==> src/rtl/dmar_pkg.sv <==
package dmar_pkg;

    // Byte pointer shared by all 16-bit registers.
    typedef enum logic {
        PTR_LO = 1'b0,
        PTR_HI = 1'b1
    } ptr_state_t;

    // Control port numbers (address ports 0..3, count ports 4..7).
    localparam logic [3:0] PORT_STATUS  = 4'd8;
    localparam logic [3:0] PORT_MODE    = 4'd9;
    localparam logic [3:0] PORT_MASK1   = 4'd10;
    localparam logic [3:0] PORT_MASKALL = 4'd11;
    localparam logic [3:0] PORT_CLRPTR  = 4'd12;

    // Mode byte fields.
    localparam int          MODE_AUTO_BIT  = 4;
    localparam logic [1:0]  MODE_CASCADE   = 2'b11;
    localparam int          MASK_FLAG_BIT  = 2;

endpackage

==> src/rtl/dmar_ptr_fsm.sv <==
module dmar_ptr_fsm
    import dmar_pkg::*;
(
    input  logic clk,
    input  logic rst_n,
    input  logic toggle,
    input  logic clear,
    output logic ptr_hi
);

    ptr_state_t state_q, state_d;

    // State register
    always_ff @(posedge clk) begin
        if (!rst_n) state_q <= PTR_LO;
        else        state_q <= state_d;
    end

    // Next state
    always_comb begin
        state_d = state_q;
        if (clear) begin
            state_d = PTR_LO;
        end else if (toggle) begin
            unique case (state_q)
                PTR_LO: state_d = PTR_HI;
                PTR_HI: state_d = PTR_LO;
            endcase
        end
    end

    // Outputs
    always_comb begin
        ptr_hi = (state_q == PTR_HI);
    end

endmodule

==> src/rtl/dmar_chan.sv <==
module dmar_chan #(
    parameter int DW = 8
) (
    input  logic            clk,
    input  logic            rst_n,
    input  logic            wr_addr,
    input  logic            wr_cnt,
    input  logic            hi_sel,
    input  logic [DW-1:0]   wdata,
    input  logic            step_en,
    input  logic            autoinit,
    output logic [2*DW-1:0] cur_addr,
    output logic [2*DW-1:0] cur_cnt,
    output logic            tc_hit
);

    localparam int RW = 2 * DW;

    logic [RW-1:0] base_addr_q, base_cnt_q;
    logic [RW-1:0] cur_addr_q, cur_cnt_q;
    logic          at_zero;

    assign at_zero = (cur_cnt_q == '0);

    always_ff @(posedge clk) begin
        if (!rst_n) begin
            base_addr_q <= '0;
            base_cnt_q  <= '0;
            cur_addr_q  <= '0;
            cur_cnt_q   <= '0;
        end else if (wr_addr) begin
            if (hi_sel) begin
                base_addr_q[RW-1:DW] <= wdata;
                cur_addr_q[RW-1:DW]  <= wdata;
            end else begin
                base_addr_q[DW-1:0]  <= wdata;
                cur_addr_q[DW-1:0]   <= wdata;
            end
        end else if (wr_cnt) begin
            if (hi_sel) begin
                base_cnt_q[RW-1:DW]  <= wdata;
                cur_cnt_q[RW-1:DW]   <= wdata;
            end else begin
                base_cnt_q[DW-1:0]   <= wdata;
                cur_cnt_q[DW-1:0]    <= wdata;
            end
        end else if (step_en) begin
            if (at_zero && autoinit) begin
                cur_addr_q <= base_addr_q;
                cur_cnt_q  <= base_cnt_q;
            end else begin
                cur_addr_q <= cur_addr_q + 1'b1;
                cur_cnt_q  <= cur_cnt_q - 1'b1;
            end
        end
    end

    always_comb begin
        cur_addr = cur_addr_q;
        cur_cnt  = cur_cnt_q;
        tc_hit   = step_en && at_zero;
    end

endmodule

==> src/rtl/dmar_ctrl.sv <==
module dmar_ctrl
    import dmar_pkg::*;
#(
    parameter int NCH = 4,
    parameter int DW  = 8
) (
    input  logic              clk,
    input  logic              rst_n,
    input  logic              wr_mode,
    input  logic              wr_mask1,
    input  logic              wr_maskall,
    input  logic              rd_status,
    input  logic [DW-1:0]     wdata,
    input  logic [NCH-1:0]    tc_hit,
    output logic [NCH-1:0]    mask,
    output logic [NCH-1:0]    autoinit,
    output logic [NCH-1:0]    cascade,
    output logic [NCH-1:0]    tc_flags,
    output logic [NCH*DW-1:0] mode_flat
);

    localparam int CW = $clog2(NCH);

    logic [NCH-1:0] mask_q, tc_q;

    always_ff @(posedge clk) begin
        if (!rst_n) begin
            mask_q <= '1;
        end else if (wr_maskall) begin
            mask_q <= wdata[NCH-1:0];
        end else if (wr_mask1) begin
            mask_q[wdata[CW-1:0]] <= wdata[MASK_FLAG_BIT];
        end
    end

    // Set wins over the read-side clear.
    always_ff @(posedge clk) begin
        if (!rst_n) tc_q <= '0;
        else        tc_q <= (rd_status ? '0 : tc_q) | tc_hit;
    end

    for (genvar i = 0; i < NCH; i++) begin : g_mode
        logic [DW-1:0] mode_q;
        always_ff @(posedge clk) begin
            if (!rst_n)
                mode_q <= '0;
            else if (wr_mode && wdata[CW-1:0] == CW'(i))
                mode_q <= wdata;
        end
        always_comb begin
            autoinit[i]              = mode_q[MODE_AUTO_BIT];
            cascade[i]               = (mode_q[DW-1:DW-2] == MODE_CASCADE);
            mode_flat[i*DW +: DW]    = mode_q;
        end
    end

    always_comb begin
        mask     = mask_q;
        tc_flags = tc_q;
    end

endmodule

==> src/rtl/dmar_regfile.sv <==
module dmar_regfile
    import dmar_pkg::*;
#(
    parameter int NCH = 4,
    parameter int DW  = 8,
    parameter int PW  = 4
) (
    input  logic              clk,
    input  logic              rst_n,
    input  logic              io_wr,
    input  logic              io_rd,
    input  logic [PW-1:0]     io_port,
    input  logic [DW-1:0]     io_wdata,
    output logic [DW-1:0]     io_rdata,
    input  logic [NCH-1:0]    xfer_step,
    output logic [NCH*DW-1:0] mode_flat
);

    localparam int RW = 2 * DW;

    logic              rd_eff, reg_access, ptr_hi;
    logic              wr_mode, wr_mask1, wr_maskall, wr_clr, rd_status;
    logic [NCH-1:0]    wr_addr, wr_cnt, step_en, tc_hit;
    logic [NCH-1:0]    mask_bits, autoinit, cascade, tc_bits;
    logic [NCH*RW-1:0] addr_flat, cnt_flat;

    // Port decode
    always_comb begin
        rd_eff     = io_rd && !io_wr;
        reg_access = (io_wr || rd_eff) && (io_port < PW'(2 * NCH));
        wr_mode    = io_wr && (io_port == PORT_MODE);
        wr_mask1   = io_wr && (io_port == PORT_MASK1);
        wr_maskall = io_wr && (io_port == PORT_MASKALL);
        wr_clr     = io_wr && (io_port == PORT_CLRPTR);
        rd_status  = rd_eff && (io_port == PORT_STATUS);
    end

    dmar_ptr_fsm u_ptr (
        .clk    (clk),
        .rst_n  (rst_n),
        .toggle (reg_access),
        .clear  (wr_clr),
        .ptr_hi (ptr_hi)
    );

    dmar_ctrl #(.NCH(NCH), .DW(DW)) u_ctrl (
        .clk        (clk),
        .rst_n      (rst_n),
        .wr_mode    (wr_mode),
        .wr_mask1   (wr_mask1),
        .wr_maskall (wr_maskall),
        .rd_status  (rd_status),
        .wdata      (io_wdata),
        .tc_hit     (tc_hit),
        .mask       (mask_bits),
        .autoinit   (autoinit),
        .cascade    (cascade),
        .tc_flags   (tc_bits),
        .mode_flat  (mode_flat)
    );

    for (genvar i = 0; i < NCH; i++) begin : g_ch
        always_comb begin
            wr_addr[i] = io_wr && (io_port == PW'(i));
            wr_cnt[i]  = io_wr && (io_port == PW'(NCH + i));
            step_en[i] = xfer_step[i] && !mask_bits[i] && !cascade[i]
                         && !wr_addr[i] && !wr_cnt[i];
        end

        dmar_chan #(.DW(DW)) u_chan (
            .clk      (clk),
            .rst_n    (rst_n),
            .wr_addr  (wr_addr[i]),
            .wr_cnt   (wr_cnt[i]),
            .hi_sel   (ptr_hi),
            .wdata    (io_wdata),
            .step_en  (step_en[i]),
            .autoinit (autoinit[i]),
            .cur_addr (addr_flat[i*RW +: RW]),
            .cur_cnt  (cnt_flat[i*RW +: RW]),
            .tc_hit   (tc_hit[i])
        );
    end

    // Read mux
    always_comb begin
        logic [RW-1:0] word;
        word     = '0;
        io_rdata = '0;
        if (rd_eff) begin
            if (io_port < PW'(NCH)) begin
                word     = addr_flat[io_port[$clog2(NCH)-1:0]*RW +: RW];
                io_rdata = ptr_hi ? word[RW-1:DW] : word[DW-1:0];
            end else if (io_port < PW'(2 * NCH)) begin
                word     = cnt_flat[io_port[$clog2(NCH)-1:0]*RW +: RW];
                io_rdata = ptr_hi ? word[RW-1:DW] : word[DW-1:0];
            end else if (io_port == PORT_STATUS) begin
                io_rdata = {{(DW-NCH){1'b0}}, tc_bits};
            end else if (io_port == PORT_MASKALL) begin
                io_rdata = {{(DW-NCH){1'b0}}, mask_bits};
            end
        end
    end

endmodule

==> config.mk <==
export PLATFORM = sky130hd
export DESIGN_NAME = dmar_regfile
export DESIGN_NICKNAME = d
export VERILOG_FILES = /design/src/rtl/dmar_pkg.sv /design/src/rtl/dmar_ptr_fsm.sv /design/src/rtl/dmar_chan.sv /design/src/rtl/dmar_ctrl.sv /design/src/rtl/dmar_regfile.sv
export SDC_FILE = /design/constraint.sdc
export NUM_CORES = 1
export LEC_CHECK = 0
export ABC_AREA = 1
export BUFFER_PORTS_ARGS = -buffer_cell sky130_fd_sc_hd__buf_4
export CORE_MARGIN = 2
export CORE_UTILIZATION = 49
export DETAILED_ROUTE_END_ITERATION = 12
export PLACE_DENSITY = 0.75
export SLEW_MARGIN = 40
export SYNTH_ARGS = -nofsm -noshare
export SYNTH_HDL_FRONTEND = slang
export SYNTH_HIERARCHICAL = 1
export SYNTH_SLANG_ARGS = --single-unit
==> constraint.sdc <==
create_clock -name clk -period 2.92 [get_ports clk]
set_clock_uncertainty 0.2 [all_clocks]
set_input_delay 0.292 -clock clk [delete_from_list [all_inputs] [get_ports clk]]
set_output_delay 0.292 -clock clk [all_outputs]
set_load 0.02 [all_outputs]
Yosys cells after proc, flatten, opt, wreduce, memory -nomap -nowiden
Index checks and enable logic that the tools add are counted.
- $add $sub $neg: 8
- magnitude comparators: 4
- eq/ne operators: 39
- shift-type cells: 2
- muxes and demuxes: 44
- bitwise operators: 7
- reductions and logical operators: 110
- operator list (kind ; number):
    16-bit two-way mux ; 28
    64-bit by 7-bit variable part select with 16-bit output ; 2
    3-bit AND reduction ; 24
    16-bit by 1-bit adder with 16-bit output (second input constant) ; 4
    16-bit logical NOT ; 4
    16-bit by 1-bit subtractor with 16-bit output (second input constant) ; 4
    8-bit two-way mux ; 7
    1-bit logical AND ; 44
    2-bit inequality test (second input constant) ; 16
    4-bit == test (second input constant) ; 5
    4-bit two-way mux ; 5
    2-bit nonzero test ; 9
    1-bit logical NOT ; 17
    4-bit by 3-bit == test with 1-bit output (second input constant) ; 4
    2-bit AND reduction ; 8
    2-bit == test (second input constant) ; 6
    4-bit by 2-bit == test with 1-bit output (second input constant) ; 2
    2-bit by 1-bit inequality test with 1-bit output (second input constant) ; 4
    1-bit NOT ; 6
    4-bit bitwise mux ; 1
    4-bit by 1-bit == test with 1-bit output (second input constant) ; 1
    4-bit logical NOT ; 1
    4-bit by 3-bit < comparator with 1-bit output (second input constant) ; 1
    4-bit < comparator (second input constant) ; 1
    other kinds (10) ; 10
- flip-flop bits (word level): 297
- output and inout port bits: 40

Depth between registers and ports, before layout
- depth after elaboration: 8
- gate-level depth with buffers: 15

Cells and area by module
The synthesis kept the hierarchy.
- modules (own cells, without submodules) (module ; times used ; cells an instance ; area each (µm²)):
    dmar_chan (g_ch[1].u_chan ...) ; 3 ; 597 ; 3942.5
    dmar_chan (g_ch[0].u_chan) ; 1 ; 597 ; 3941.3
    dmar_regfile ; 1 ; 394 ; 1669.1
    dmar_ctrl ; 1 ; 201 ; 1525.2
    dmar_ptr_fsm ; 1 ; 9 ; 52.6

Least setup slack after synthesis
Ideal clock, no wire load.
- path kind: input to register
- start: input io_port[1]
- end: register g_ch[1].u_chan.cur_cnt_q[0]
- library setup time: 0.119 ns
- arrival: 2.014 ns
- data required time: 2.601 ns
- slack: 0.587 ns
- cell stages on the path: 14
- path buffers: 2
- cells stage by stage: buf_4 -> inv_4 -> nand2_4 -> buf_4 -> nor2_1 -> inv_1 -> nor2_1 -> inv_2 -> nand2_1 -> nor2_1 -> nor2_2 -> inv_2 -> o21ai_0 -> a21oi_1
- word-level cells in the longest chain between the ends: 7
- ends and longest elaborated chain (what ; line ; source):
    start: declaration ; dmar_regfile.sv:12 ; input logic [PW-1:0] io_port,
    4-bit by 1-bit == test with 1-bit output * ; dmar_regfile.sv:64 ; wr_addr[i] = io_wr && (io_port == PW'(i));
    1-bit logical AND * ; dmar_regfile.sv:64 ;
    named net wr_addr[1] ; dmar_regfile.sv:23 ; logic [NCH-1:0] wr_addr, wr_cnt, step_en, tc_hit;
    1-bit logical NOT ; dmar_regfile.sv:67 ; && !wr_addr[i] && !wr_cnt[i];
    1-bit logical AND (2 in series) ; dmar_regfile.sv:67 ;
    2-bit nonzero test (no source line) ; n/a ;
    3-bit AND reduction (no source line) * ; n/a ;
    end signal: indexed assignment ; dmar_chan.sv:45 ; cur_cnt_q[DW-1:0] <= wdata;
    end signal: assignment ; dmar_chan.sv:50 ; cur_cnt_q <= base_cnt_q;
    end signal: assignment ; dmar_chan.sv:53 ; cur_cnt_q <= cur_cnt_q - 1'b1;
    end: declaration ; dmar_chan.sv:20 ; logic [RW-1:0] cur_addr_q, cur_cnt_q;
The timed path passes the listed nets; every way through them passes the cells marked *.
A chain may end at the register's enable or synchronous reset.

Worst setup path after layout
- start: register u_ptr.state_q (netlist: u_ptr/ptr_hi)
- end: output io_rdata[4]
- word-level cells in the longest chain between the ends: 4
- ends and longest elaborated chain (what ; line ; source):
    start: declaration ; dmar_ptr_fsm.sv:11 ; ptr_state_t state_q, state_d;
    start signal: assignment ; dmar_ptr_fsm.sv:16 ; else state_q <= state_d;
    8-bit two-way mux ; dmar_regfile.sv:96 ; io_rdata = ptr_hi ? word[RW-1:DW] : word[DW-1:0];
    8-bit two-way mux ; dmar_regfile.sv:94 ; end else if (io_port < PW'(2 * NCH)) begin
    8-bit two-way mux * ; dmar_regfile.sv:91 ; if (io_port < PW'(NCH)) begin
    8-bit two-way mux * ; dmar_regfile.sv:90 ; if (rd_eff) begin
    end: declaration ; dmar_regfile.sv:14 ; output logic [DW-1:0] io_rdata,
Mark *: on every way between the ends. The rest lies on a longest branch, timed or not.

==> summary.md <==
| Metric | Value |
|---|---|
| Fmax | 360 MHz |
| Placed Area | 19700 um2 |
| Fillcell total | 3828 |
| Die X | 201 um |
| Synth cell types | 35 |
| Finish-stage setup viols | 0 |
| Clock Power Share | 42.1% |
| Clk buf depth | 3 |
| Worst path arrival time | 2.29 ns |
| First-iteration detailed-routing DRC count | 2561 |
| Logic pwr share | 17.1% |
| Vias | 20.3k |
| Clock Pin Slew Worst Setup and Hold Paths | 0.06 ns |
| Hold Crit Depth | 3 |
| TritonCTS clock tree | done |
| Post-DP HPWL | 44500 um |
| Worst reg2reg path depth | 9 |
| Setup repair after global routing missed its margin | no |
| RR Endpoint | g_ch[0].u_chan/cur_cnt[11] |
| CP max-delay cell | inv_1 |
| Sw Pwr | 0.00312 W |
| Reg2reg setup slack | 0.51 ns |
| Reg2reg start | g_ch[0].u_chan/cur_cnt[0] |
| Post-synthesis sequential area ratio | 31.3% |
| Hold wc startpoint | io_wdata[1] |
| Fin. Hold Viols | 0 |
| Hold Path Sink | u_ctrl/g_mode[2].mode_q[7] |
| Number of port buffers | 59 |
| Vias in the first global route | 18.3k |
| Synth Cell Area | 19000 um2 |
| Worst-Margin Slew | 0.831 ns |
| Sw Ratio | 29.8% |
| Cts bufs inserted | 34 |
| Setup crit end kind | primary output |
| Period utilization | 95.1% |
| Critical path class | flop to primary output |
| PwrDens | 501 nW/um2 |
| WP data required | 2.43 ns |
| Initial core utilization | 49.4% |
| Crit Path Max Fanout | 17 |
| Met1 Usage GRT | 45.1% |
| Status | finished, final reports clean |
| Non-Filler Instances | 3545 |
| Initial antenna violation count | 1 |
| Number of I/O pins | 60 |
| Nets@finish | 3035 |
| Diode count | 0 |
| Total Wirelength | 64900 um |
| Latest clock arrival within the worst-skew pair | 0.53 ns |
| Wire per inst | 18.3 um |
| Hold Path Class | input port to flop |
| CP max stage delay | 0.41 ns |
| Overall routing resource usage | 31.2% |
| Clk root buf | clkbuf_16 |
| Die ar. | 40400 um2 |
| Pwr Total | 0.0105 W |
| MaxCap Viol Count | 0 |
| Cell-internal power | 0.00734 W |
| Final hold slack | 0.0350 ns |
| # clock sinks | 297 |
| Share of layout cells above drive strength 1 | 13.0% |
| Met2 usage | 45.9% |
| Design Area, Final | 20900 um2 |
| Total grt overflow | 0 |
| Relative slew slack | 44.6% |
| CP Cell Sequence | inv_1 -> o21ai_0 -> nor3_1 -> nor2_1 -> nor2_1 -> buf_4 |
| Seq pwr share | 40.7% |
| Final Wtd Congestion | 1.01 |
| Most frequent CP cell | nor2_1 |
| CORE AREA | 38500 um2 |
| Final Critical Period | 2.78 ns |
| Synthesis Warnings | 6 |
| DR pass1 iterations | 8 |
| DRC viols | 0 |
| Largest net degree at the start of global routing | 153 |
| Via-to-Cell Ratio | 5.71 |
| Site Rows | 72 |
| Avg Inst Size Synth | 6.36 um2 |
| Die Span Y | 201 um |
| Area added between synthesis and finish | 9.94% |
| Post-synthesis register bit count | 297 |
| H-tree levels | 2 |
| Remaining antenna violation count | 0 |
| CP Launch Type | flop |
| Setup Fix Bufs, Post-CTS | 0 |
| Maximum VDD drop | 0.000568 V |
| Placed Cells incl. Taps | 3483 |
| Final Max Tran Viols | 0 |
| Busiest layer in global routing | met2 |
| Syn Nets | 3024 |
| First-pass GRT wire length | 101000 um |
| Post-Syn Instances | 2992 |
| Grt met3 use | 4.82% |
| P_leak | 9.87 nW |
-- state kept, by name (all words and copies together) (netlist names) --
signal / cells
g_ch.u_chan/base_addr_q: 64
g_ch.u_chan/base_cnt_q: 64
g_ch.u_chan/cur_addr: 64
g_ch.u_chan/cur_cnt: 64
u_ctrl/g_mode.mode_q: 32
u_ctrl/mask: 4
u_ctrl/tc_flags: 4
u_ptr/ptr_hi: 1
-- worst max-delay path by stage --
stage	end	slack, ns	startpoint	depth (start not counted)
6_report	io_rdata[4]	0.14	u_ptr/ptr_hi	6
4_1_cts	io_rdata[4]	0.13	u_ptr/ptr_hi	6
3_5_place_dp	g_ch[1].u_chan/cur_cnt[6]	-0.02	io_port[0]	12
2_1_floorplan	g_ch[1].u_chan/cur_cnt[0]	0.59	io_port[1]	14
3_3_place_gp	g_ch[1].u_chan/cur_cnt[4]	0.07	io_port[0]	12
5_1_grt	io_rdata[4]	0.05	u_ptr/ptr_hi	6
-- power groups by stage --
stage | clock network, W | registers [W] | logic, W
2_1_floorplan | 0 | 0.00430 | 0.00128
3_3_place_gp | 0 | 0.00434 | 0.00171
3_5_place_dp | 0 | 0.00435 | 0.00174
4_1_cts | 0.00446 | 0.00426 | 0.00175
5_1_grt | 0.00462 | 0.00427 | 0.00196
6_report | 0.00441 | 0.00426 | 0.00179
-- per-stage QoR --
step	TNS (ns)	setup slack, ns	util, %
after floorplan	0	0.587	-
after global placement	0	0.0707	51.3
after detailed placement	-0.0404	-0.0185	51.3
after CTS	0	0.132	54.3
after global routing	0	0.0525	54.3
final	0	0.142	54.3
-- synthesized netlist by cell type --
library cell | count | area share [%]
nor2_1 | 351 | 6.9
nand3b_1 | 25 | 0.99
o21ai_0 | 288 | 7.6
inv_4 | 1 | 0.033
o211ai_1 | 1 | 0.039
nand2_2 | 6 | 0.20
nand3_4 | 4 | 0.37
o21a_1 | 2 | 0.079
nand3_2 | 45 | 2.4
xor2_1 | 32 | 1.5
o21ai_1 | 36 | 0.95
nor2_4 | 17 | 1.0
clkbuf_1 | 47 | 0.93
nand4_1 | 91 | 3.0
o21ai_2 | 56 | 2.6
buf_1 | 12 | 0.24
buf_6 | 15 | 0.89
nand2_4 | 7 | 0.41
clkbuf_2 | 1 | 0.026
xnor2_1 | 12 | 0.55
nand4_4 | 4 | 0.45
ha_1 | 12 | 0.79
buf_4 | 15 | 0.59
nor2_8 | 4 | 0.42
buf_2 | 39 | 1.0
inv_2 | 44 | 0.87
nor2_2 | 49 | 1.6
dfxtp_1 | 297 | 31
inv_1 | 325 | 6.4
nor3_1 | 12 | 0.32
nand3_1 | 172 | 4.5
a21oi_1 | 279 | 7.3
o22ai_1 | 4 | 0.13
and3_1 | 4 | 0.13
nand2_1 | 683 | 13
-- kinds of logic (layout without fill, tap and decap cells) --
kind of cell / Yosys count / in the layout / synth area share (%)
XOR/XNOR: 44 / 44 / 2.03
buffers and inverters: 499 / 534 / 11.0
adder cells (fa/ha/maj): 12 / 12 / 0.790
AND/OR/NAND/NOR: 1474 / 1474 / 36.2
flip-flops: 297 / 297 / 31.3
AO/OA/AOI/OAI: 666 / 666 / 18.7
-- layout make-up --
cell class	count	area (um2)	share of cell area, %
clock buffers	48	1030	4.91
clock inverters	12	115	0.551
inverters	370	1390	6.66
multi-input cells	2196	11000	52.5
flip-flops and latches	297	5950	28.4
well taps	518	648	3.10
repair buffers	104	802	3.84
-- what timing repair did --
item,4_1_cts,5_1_grt
hold endpoints to repair,29,0
endpoints found under the setup margin,0,0
hold buffers,2,0
gates resized for setup,0,0
-- per-layer routing --
metal | wire length [um] | vias up
met3 | 6200 | 131
li1 | - | 9737
met5 | 0 | -
met1 | 28900 | 9345
met2 | 27300 | 1039
met4 | 2470 | 0
-- placed cells by master (no fill, tap or decap), drive strengths merged, types with 4 or more instances in the layout --
| cell | instances |
|---|---|
| nand2 | 696 |
| dfxtp | 297 |
| clkbuf | 48 |
| o22ai | 4 |
| a21oi | 279 |
| nand3b | 25 |
| nand3 | 221 |
| o21ai | 380 |
| nor2 | 421 |
| and3 | 4 |
| clkinv | 8 |
| xnor2 | 12 |
| xor2 | 32 |
| inv | 370 |
| nor3 | 12 |
| nand4 | 95 |
| ha | 12 |
| buf | 102 |
-- worst max-delay path, delay by kind of cell, from the launching register on --
| family | cells | cell delay, ns |
|---|---|---|
| buf+inv | 2 | 0.62 |
| simple gates | 3 | 0.58 |
| flops | 1 | 0.31 |
| compound gates | 1 | 0.24 |
(Power assumes the default switching activity.)
